<file path="config.mk">
export PLATFORM = sky130hd
export DESIGN_NAME = serial_mem_slave
export DESIGN_NICKNAME = d
export VERILOG_FILES = /design/src/rtl/serial_mem_pkg.sv /design/src/rtl/sms_line_sync.sv /design/src/rtl/sms_addr_ctr.sv /design/src/rtl/serial_mem_slave.sv
export SDC_FILE = /design/constraint.sdc
export NUM_CORES = 1
export LEC_CHECK = 0
export BUFFER_PORTS_ARGS = -buffer_cell sky130_fd_sc_hd__buf_4
export CORE_ASPECT_RATIO = 0.5
export CORE_UTILIZATION = 59
export CTS_CLUSTER_DIAMETER = 50
export DETAILED_ROUTE_END_ITERATION = 12
export PLACE_DENSITY = 0.85
export REMOVE_ABC_BUFFERS = 1
export SYNTH_ARGS = -nofsm -noshare
export SYNTH_HDL_FRONTEND = slang
export SYNTH_SLANG_ARGS = --single-unit
</file>
<file path="constraint.sdc">
create_clock -name clk -period 2.86 [get_ports clk]
set_input_delay 0.429 -clock clk [delete_from_list [all_inputs] [get_ports clk]]
set_output_delay 0.429 -clock clk [all_outputs]
set_load 0.01 [all_outputs]
</file>
<file path="src/rtl/serial_mem_pkg.sv">
package serial_mem_pkg;

  // transfer phase of the slave engine
  typedef enum logic [2:0] {
    PH_IDLE,
    PH_CTRL,
    PH_AHI,
    PH_ALO,
    PH_WDATA,
    PH_RDATA
  } phase_t;

  localparam logic [3:0] DEV_CODE   = 4'b1010;
  localparam int         BYTE_W     = 8;
  localparam logic [3:0] ACK_SLOT   = 4'd9;
  localparam logic [3:0] LAST_BIT   = 4'd8;

endpackage

</file>
<file path="src/rtl/sms_line_sync.sv">
module sms_line_sync #(
  parameter int STAGES = 2
) (
  input  logic clk,
  input  logic rst,
  input  logic scl_in,
  input  logic sda_in,
  output logic sda_s,
  output logic scl_rise,
  output logic scl_fall,
  output logic start_det,
  output logic stop_det
);

  logic [1:0] raw;
  logic [1:0] synced;
  logic       scl_q, sda_q;

  assign raw = {scl_in, sda_in};

  for (genvar i = 0; i < 2; i++) begin : g_line
    logic [STAGES-1:0] chain;
    always_ff @(posedge clk) begin
      if (rst) chain <= '1;
      else     chain <= {chain[STAGES-2:0], raw[i]};
    end
    assign synced[i] = chain[STAGES-1];
  end

  always_ff @(posedge clk) begin
    if (rst) begin
      scl_q <= 1'b1;
      sda_q <= 1'b1;
    end else begin
      scl_q <= synced[1];
      sda_q <= synced[0];
    end
  end

  logic scl_now;
  assign scl_now   = synced[1];
  assign sda_s     = synced[0];
  assign scl_rise  = scl_now & ~scl_q;
  assign scl_fall  = ~scl_now & scl_q;
  assign start_det = scl_now & scl_q & sda_q & ~synced[0];
  assign stop_det  = scl_now & scl_q & ~sda_q & synced[0];

endmodule

</file>
<file path="src/rtl/sms_addr_ctr.sv">
module sms_addr_ctr #(
  parameter int AW        = 15,
  parameter int PAGE_BITS = 6
) (
  input  logic          clk,
  input  logic          rst,
  input  logic          load,
  input  logic [AW-1:0] load_val,
  input  logic          step_page,
  input  logic          step_full,
  output logic [AW-1:0] addr
);

  logic [AW-1:0] addr_q;
  logic [AW-1:0] page_next;

  generate
    if (PAGE_BITS < AW) begin : g_paged
      assign page_next = {addr_q[AW-1:PAGE_BITS],
                          addr_q[PAGE_BITS-1:0] + PAGE_BITS'(1)};
    end else begin : g_flat
      assign page_next = addr_q + AW'(1);
    end
  endgenerate

  always_ff @(posedge clk) begin
    if (rst)            addr_q <= '0;
    else if (load)      addr_q <= load_val;
    else if (step_page) addr_q <= page_next;
    else if (step_full) addr_q <= addr_q + AW'(1);
  end

  assign addr = addr_q;

endmodule

</file>
<file path="src/rtl/serial_mem_slave.sv">
module serial_mem_slave
  import serial_mem_pkg::*;
#(
  parameter int AW          = 15,
  parameter int PAGE_BITS   = 6,
  parameter int SYNC_STAGES = 2
) (
  input  logic          clk,
  input  logic          rst,
  input  logic          scl_in,
  input  logic          sda_in,
  output logic          sda_oe,
  input  logic [2:0]    chip_sel,
  input  logic          wr_busy,
  output logic [AW-1:0] mem_addr,
  output logic          mem_rd_en,
  input  logic [7:0]    mem_rd_data,
  output logic          mem_wr_en,
  output logic [7:0]    mem_wr_data,
  output logic          wr_commit
);

  localparam int HI_W = AW - BYTE_W;

  logic sda_s, scl_rise, scl_fall, start_det, stop_det;

  sms_line_sync #(.STAGES(SYNC_STAGES)) u_sync (
    .clk       (clk),
    .rst       (rst),
    .scl_in    (scl_in),
    .sda_in    (sda_in),
    .sda_s     (sda_s),
    .scl_rise  (scl_rise),
    .scl_fall  (scl_fall),
    .start_det (start_det),
    .stop_det  (stop_det)
  );

  phase_t          phase, nxt_phase;
  logic [3:0]      bitcnt;
  logic [7:0]      shreg;
  logic [HI_W-1:0] addr_hi;
  logic            master_nack;
  logic            wr_seen;
  logic            rd_pend;
  logic [7:0]      rd_hold;

  // event decode
  logic live, ev_decide, ev_end, ctrl_hit, load_rd;
  logic ctr_load, ctr_step_page, ctr_step_full;
  logic [AW-1:0] ctr_addr;

  always_comb begin
    live      = !start_det && !stop_det && (phase != PH_IDLE);
    ev_decide = live && scl_fall && (bitcnt == LAST_BIT);
    ev_end    = live && scl_fall && (bitcnt == ACK_SLOT);
    ctrl_hit  = (shreg[7:4] == DEV_CODE) && (shreg[3:1] == chip_sel);
    load_rd   = (nxt_phase == PH_RDATA) &&
                !((phase == PH_RDATA) && master_nack);
    ctr_load      = ev_decide && (phase == PH_ALO) && !wr_busy;
    ctr_step_page = ev_decide && (phase == PH_WDATA) && !wr_busy;
    ctr_step_full = ev_end && load_rd;
  end

  sms_addr_ctr #(.AW(AW), .PAGE_BITS(PAGE_BITS)) u_ctr (
    .clk       (clk),
    .rst       (rst),
    .load      (ctr_load),
    .load_val  ({addr_hi, shreg}),
    .step_page (ctr_step_page),
    .step_full (ctr_step_full),
    .addr      (ctr_addr)
  );

  // read data capture: memory answers one cycle after the strobe
  always_ff @(posedge clk) begin
    if (rst) begin
      rd_pend <= 1'b0;
      rd_hold <= '0;
    end else begin
      rd_pend <= mem_rd_en;
      if (rd_pend) rd_hold <= mem_rd_data;
    end
  end

  always_ff @(posedge clk) begin
    if (rst) begin
      phase       <= PH_IDLE;
      nxt_phase   <= PH_IDLE;
      bitcnt      <= '0;
      shreg       <= '0;
      addr_hi     <= '0;
      master_nack <= 1'b0;
      wr_seen     <= 1'b0;
      sda_oe      <= 1'b0;
      mem_addr    <= '0;
      mem_rd_en   <= 1'b0;
      mem_wr_en   <= 1'b0;
      mem_wr_data <= '0;
      wr_commit   <= 1'b0;
    end else begin
      mem_rd_en <= 1'b0;
      mem_wr_en <= 1'b0;
      wr_commit <= 1'b0;
      if (start_det) begin
        phase   <= PH_CTRL;
        bitcnt  <= '0;
        sda_oe  <= 1'b0;
        wr_seen <= 1'b0;
      end else if (stop_det) begin
        phase     <= PH_IDLE;
        bitcnt    <= '0;
        sda_oe    <= 1'b0;
        wr_commit <= wr_seen;
        wr_seen   <= 1'b0;
      end else if (phase != PH_IDLE) begin
        if (scl_rise) begin
          if (bitcnt < LAST_BIT) begin
            if (phase != PH_RDATA) shreg <= {shreg[6:0], sda_s};
            bitcnt <= bitcnt + 4'd1;
          end else if (bitcnt == ACK_SLOT && phase == PH_RDATA) begin
            master_nack <= sda_s;
          end
        end else if (scl_fall) begin
          if (phase == PH_RDATA && bitcnt != 4'd0 && bitcnt < LAST_BIT) begin
            shreg  <= {shreg[6:0], 1'b1};
            sda_oe <= ~shreg[6];
          end else if (bitcnt == LAST_BIT) begin
            bitcnt <= ACK_SLOT;
            unique case (phase)
              PH_CTRL: begin
                if (ctrl_hit && !wr_busy) begin
                  sda_oe <= 1'b1;
                  if (shreg[0]) begin
                    nxt_phase <= PH_RDATA;
                    mem_rd_en <= 1'b1;
                    mem_addr  <= ctr_addr;
                  end else begin
                    nxt_phase <= PH_AHI;
                  end
                end else begin
                  phase <= PH_IDLE;
                end
              end
              PH_AHI: begin
                if (!wr_busy) begin
                  sda_oe    <= 1'b1;
                  addr_hi   <= shreg[HI_W-1:0];
                  nxt_phase <= PH_ALO;
                end else begin
                  phase <= PH_IDLE;
                end
              end
              PH_ALO: begin
                if (!wr_busy) begin
                  sda_oe    <= 1'b1;
                  nxt_phase <= PH_WDATA;
                end else begin
                  phase <= PH_IDLE;
                end
              end
              PH_WDATA: begin
                if (!wr_busy) begin
                  sda_oe      <= 1'b1;
                  mem_wr_en   <= 1'b1;
                  mem_wr_data <= shreg;
                  mem_addr    <= ctr_addr;
                  wr_seen     <= 1'b1;
                  nxt_phase   <= PH_WDATA;
                end else begin
                  phase <= PH_IDLE;
                end
              end
              PH_RDATA: begin
                sda_oe    <= 1'b0;
                mem_rd_en <= 1'b1;
                mem_addr  <= ctr_addr;
                nxt_phase <= PH_RDATA;
              end
              default: phase <= PH_IDLE;
            endcase
          end else if (bitcnt == ACK_SLOT) begin
            bitcnt <= '0;
            if (phase == PH_RDATA && master_nack) begin
              phase  <= PH_IDLE;
              sda_oe <= 1'b0;
            end else begin
              phase <= nxt_phase;
              if (load_rd) begin
                shreg  <= rd_hold;
                sda_oe <= ~rd_hold[7];
              end else begin
                sda_oe <= 1'b0;
              end
            end
          end
        end
      end
    end
  end

endmodule

</file>
==> metrics, run 1 <==
worst hold margin 0.2639 ns; met3 WL 793 microns; Synth Warn # 0; die area 7485 sq um; DR top layer met4; routed wl met2 4.526 mm; number of enable flip-flop cells after synthesis 0; cell area power density 511.8 nW/um^2; post-route setup TNS 0 ns; row cnt 21; final hold vios 0; crit-path max cell delay 0.50 ns; critical path class reg2reg; Sequential cell area 1682 sq um; clk buf depth 2; post-route ant nets 0; CTS Hold Bufs 0; status finished, final reports clean; final critical-path share of the clock period 83.51%; endpoints failing setup 0; maximum fanout along the worst path 10; IO buf count 42; ys flop type dfxtp_1; Final #Nets 525; Diodes inserted 0; die span in y 61.68 microns; asr flop ratio synth 0%; Final Critical Period 2.388 ns; cells after synthesis 468; Met1 Wirelength 4.808 mm; final wirelength 10.37 mm; Multi-input gate area 2361 sq um; GPL Wtd Cong 0.9050; worst ir drop on vdd 0.3805 mV; setup repair bufs after CTS 0; global-route wire length before repair 16.88 mm; final slew viol count 0; I/O pins 43; DRC Markers 0; Pleak 1.831 nW; crit path capture type flop; max-cap viol count 0; commonest non-fill, non-tap cells in the layout dfxtp_1 (84), nor2_1 (62), buf_4 (52); area delta synth->final 16.55%; fillers 506; share of cells above drive strength 1 17.16%; CP required 3.07 ns; DIE WIDTH 121.4 microns; TritonCTS clock tree yes; worst min-delay path class in2reg; register area share after synthesis 40.01%; clock skew 0.006975 ns; max frequency 418.7 MHz; vias in the first global route 3,436; antenna violations before repair 0; Synth Register Bits 84; Starting Density 62.00%; Worst-Margin Slew 1.218 ns; CTS Buf Count 9; HPWL Detailed 7.085 mm; CTS resizes 0; Critical-path top delay cell and2_1; clock root buffer clkbuf_16; CP startpoint kind flop; synth unique cells 58; Max transition margin 18.42%; grt ovf 0; Clock Latency Late Sink 0.35 ns; synthesized cell area 4203 sq um; via count 3,763; routed length per instance 17.31 microns; Synth Area per Inst 8.980 sq um; 1st-pass router iterations 8; starting DRC count in detailed routing 323; Core Box Area 6779 sq um; H-tree depth 3; unrepaired setup endpoints after global routing false; commonest non-fill, non-tap cell in the layout dfxtp_1; Clk pin slew, worst setup/hold paths 0.06 ns; via/cell ratio 6.282; CTS Sinks 84; WP data arrival 2.60 ns; worst-path cell chain inv_1 > ha_1 > and4bb_2 > and4_1 > and2_1 > mux2i_1 > nor2_1; largest net degree at the start of global routing 80; all-layer global routing usage 29.93%
[registers in the layout (all words and copies together) (netlist names), 3 cells and up]
register	count
mem_addr	15
u_sync.g_line.chain	4
shreg	8
addr_hi	7
rd_hold	8
mem_wr_data	8
nxt_phase	3
phase	3
bitcnt	4
u_ctr.addr	15
[critical path: cells and delay by family (launching register included)]
family        cells  cell delay, ns
simple gates      4            1.33
mux               1            0.25
buf+inv           1            0.11
fa+ha+maj         1            0.22
flops             1            0.34
[cells by family after synthesis]
logic type,count (synthesis),synth area share (%)
AOI/OAI and AO/OA,104,18.19
buffers and inverters,36,3.811
xor gates and xnor gates,18,3.751
muxes,38,9.050
and+or+nand+nor,181,23.10
adders and majority gates,7,2.084
DFF,84,40.01
[where the power goes]
part,internal (mW),total [mW],switching (mW),leakage [nW]
clock network,0.769,1.26,0.491,0.156
registers,1.17,1.18,0.00354,0.677
logic,0.0273,0.0707,0.0433,0.998
total,1.97,2.51,0.538,1.83
[per-stage QoR]
| step | instances | total power [mW] | utilization [%] | area [sq um] | setup slack, ns |
|---|---|---|---|---|---|
| after floorplan | 439 | 1.230 | - | 4069 | 0.7697 |
| after global placement | 583 | 1.271 | 67.48 | 4574 | 0.6081 |
| after detailed placement | 583 | 1.272 | 67.48 | 4574 | 0.5172 |
| after CTS | 599 | 2.515 | 72.26 | 4898 | 0.5128 |
| after global routing | 599 | 2.573 | 72.26 | 4898 | 0.2910 |
| final | 599 | 2.507 | 72.26 | 4898 | 0.4717 |
[worst paths after layout]
kind,start,to,slack (ns),cells after the start
setup / recovery,bitcnt[0]$_SDFFE_PP0P_,mem_wr_data[7]$_SDFFE_PP0P_,0.47,7
hold / removal,sda_in,u_sync.g_line[0].chain[0]$_SDFF_PP1_,0.26,2
setup reg to reg,bitcnt[0]$_SDFFE_PP0P_,mem_wr_data[7]$_SDFFE_PP0P_,0.47,7
hold reg to reg,u_sync.g_line[0].chain[0]$_SDFF_PP1_,u_sync.g_line[0].chain[1]$_SDFF_PP1_,0.42,1
[Yosys cell counts, types with 5 or more instances]
cell / instances / share of area (%)
dfxtp_1: 84 / 40
a31oi_1: 5 / 0.74
nand2_1: 13 / 1.2
nand2b_1: 10 / 1.5
inv_1: 7 / 0.63
o21ai_0: 12 / 1.4
a221oi_1: 8 / 1.7
o31ai_1: 14 / 2.5
nand3_1: 10 / 1.2
a21oi_1: 23 / 2.7
nor2_1: 62 / 5.5
nand4_1: 19 / 2.8
mux2i_1: 38 / 9.1
clkbuf_1: 20 / 1.8
ha_1: 7 / 2.1
buf_2: 5 / 0.60
or2_2: 9 / 1.3
nor4_1: 5 / 0.74
a211oi_1: 16 / 2.9
nor3_1: 15 / 1.8
xor2_1: 15 / 3.1
nor2b_1: 9 / 1.3
[cell type report]
type,count,share of cell area [%]
Clock buffer,9,4.598
Clock inverter,7,2.018
Inverter,7,0.5364
Multi-Input combinational cell,348,48.20
Sequential cell,84,34.33
Tap cell,92,2.350
Timing Repair Buffer,52,7.969
[layer usage]
layer	vias up	track usage, %
li1	1801	-
met5	-	0
met1	1762	39.74
met4	0	12.17
met3	30	8.333
met2	170	46.92
Power figures use the tool's default switching activity.
==> run 2: changes to the inputs <==
--- a/config.mk
+++ b/config.mk
@@ -7,10 +7,10 @@
 export LEC_CHECK = 0
 export BUFFER_PORTS_ARGS = -buffer_cell sky130_fd_sc_hd__buf_4
 export CORE_ASPECT_RATIO = 0.5
-export CORE_UTILIZATION = 59
+export CORE_UTILIZATION = 53
 export CTS_CLUSTER_DIAMETER = 50
 export DETAILED_ROUTE_END_ITERATION = 12
-export PLACE_DENSITY = 0.85
+export PLACE_DENSITY = 0.81
 export REMOVE_ABC_BUFFERS = 1
 export SYNTH_ARGS = -nofsm -noshare
 export SYNTH_HDL_FRONTEND = slang
==> constraint.sdc (replaced) <==
create_clock -name clk -period 2 [get_ports clk]
set_input_delay 0.3 -clock clk [delete_from_list [all_inputs] [get_ports clk]]
set_output_delay 0.3 -clock clk [all_outputs]
set_load 0.01 [all_outputs]
==> metrics, run 2 (same netlist as run 1, synthesis figures left out) <==
FF-to-FF End u_ctr.addr[14]$_SDFFE_PP0P_; all-layer global routing usage 29.14%; Diodes inserted 0; Clk pin slew, worst setup/hold paths 0.06 ns; die area 8311 sq um; starting DRC count in detailed routing 449; max-cap viol count 0; die span in y 64.97 microns; final hold vios 0; commonest non-fill, non-tap cell in the layout buf_4; TritonCTS clock tree yes; register-to-register setup slack -0.09 ns; total design power 3.466 mW; final setup margin -0.08742 ns; Final #Nets 582; GPL Wtd Cong 0.9323; WP data arrival 2.33 ns; CP required 2.24 ns; post-route setup TNS -0.3047 ns; critical path class reg2reg; status complete, but fails checks; Critical-path top delay cell a2111o_1; Setup WS pre-CTS -0.1134 ns; grt ovf 0; IO buf count 42; final critical-path share of the clock period 104.4%; worst min-delay path class in2reg; via/cell ratio 6.243; clk buf depth 2; met3 WL 1.036 mm; Clock Latency Late Sink 0.35 ns; clock skew 0.006961 ns; antenna violations before repair 0; Max transition margin 53.68%; Worst Hold End u_sync.g_line[1].chain[0]$_SDFF_PP1_; failing checks setup timing; vias in the first global route 3,741; I/O pins 43; Final Critical Period 2.087 ns; DIE WIDTH 127.9 microns; Starting Density 56.13%; CP startpoint kind flop; crit-path max cell delay 0.52 ns; crit path capture type flop; row cnt 22; max frequency 479.1 MHz; routed wl met2 5.621 mm; worst ir drop on vdd 0.4407 mV; Worst-Margin Slew 0.6926 ns; routed length per instance 18.20 microns; HPWL Detailed 7.665 mm; post-route ant nets 0; Met1 Wirelength 5.172 mm; share of cells above drive strength 1 30.20%; final wirelength 12.21 mm; DRC Markers 0; Hold Crit Start scl_in; cell area power density 626.4 nW/um^2; via count 4,189; 1st-pass router iterations 6; CTS Sinks 84; largest net degree at the start of global routing 47; DR top layer met4; global-route wire length before repair 18.52 mm; FF-to-FF path depth 8; endpoints failing setup 8; worst-path cell chain inv_4 > ha_4 > and4bb_2 > nand4b_1 > buf_4 > a2111o_1 > a221oi_2 > nor3_1; unrepaired setup endpoints after global routing true; commonest non-fill, non-tap cells in the layout buf_4 (102), dfxtp_1 (81), nor2_1 (61); area delta synth->final 31.68%; CTS Buf Count 9; Hold Path Cell Cnt 2; Core Box Area 7487 sq um; clock root buffer clkbuf_16; RR Startpoint bitcnt[0]$_SDFFE_PP0P_; CTS Hold Bufs 0; H-tree depth 3; Pleak 2.144 nW; final slew viol count 0; maximum fanout along the worst path 6
## run 2: cell types whose count changed in the layout (fill, tap and decap cells not counted), sizes merged
cell and delta:
a2111o +1, buf +55, bufinv -1, clkbuf +1, clkinv -2, clkinvlp +1
o2111a +1
## run 2: metrics by stage
step | instance area (sq um) | utilization, % | hold WS, ns | instances
floorplan | 4069 | - | 0.3691 | 439
global placement | 5010 | 66.91 | 0.3924 | 651
detailed placement | 5010 | 66.91 | 0.3971 | 651
CTS | 5396 | 72.08 | 0.1293 | 668
global route | 5534 | 73.91 | 0.1327 | 671
finish | 5534 | 73.91 | 0.1324 | 671
## run 2: area by class of cell
cell class / count / area [sq um]
Clock inverter: 5 / 62.56
Tap cell: 108 / 135.1
Sequential cell: 84 / 1688
Timing Repair Buffer: 107 / 843.3
Inverter: 7 / 31.28
Clock buffer: 10 / 229.0
Multi-Input combinational cell: 350 / 2545
Fill cell: 520 / 1953
## run 2: worst max-delay path by stage
stage                            from                          end  slack (ns)  depth (start not counted)
2_1_floorplan   phase[1]$_SDFFE_PP0P_  u_ctr.addr[11]$_SDFFE_PP0P_       -0.09                          5
3_3_place_gp   bitcnt[0]$_SDFFE_PP0P_  u_ctr.addr[12]$_SDFFE_PP0P_       -0.02                          7
3_5_place_dp   bitcnt[0]$_SDFFE_PP0P_  u_ctr.addr[10]$_SDFFE_PP0P_       -0.11                          7
4_1_cts        bitcnt[1]$_SDFFE_PP0P_  u_ctr.addr[10]$_SDFFE_PP0P_       -0.03                          7
5_1_grt        bitcnt[0]$_SDFFE_PP0P_  u_ctr.addr[14]$_SDFFE_PP0P_       -0.16                          8
6_report       bitcnt[0]$_SDFFE_PP0P_  u_ctr.addr[14]$_SDFFE_PP0P_       -0.09                          8
## run 2: timing repair
action	in CTS	in global routing
setup endpoints to repair	19	51
cloned	1	1
gates resized for setup	19	24
buffers inserted	1	2
pin swaps	9	12
hold endpoints to repair	0	0
## run 2: critical path: cells and delay by family (launching register included)
family / cells / cell delay [ns]
adder cells (fa/ha/maj): 1 / 0.12
flip-flops: 1 / 0.37
AO/OA/AOI/OAI: 2 / 0.76
buffers and inverters: 2 / 0.25
AND/OR/NAND/NOR: 3 / 0.49
## run 2: power breakdown
group | switching [mW] | internal [mW] | total [mW]
Clock | 0.696 | 0.967 | 1.66
Sequential | 0.00318 | 1.68 | 1.68
Combinational | 0.0737 | 0.0505 | 0.124
## run 2: routing by layer
metal  vias up  global-route usage (%)
met4         0                   11.62
met2       213                   47.08
met1      2013                   37.14
li1       1920                       -
met3        43                   7.597
met5         -                   1.961
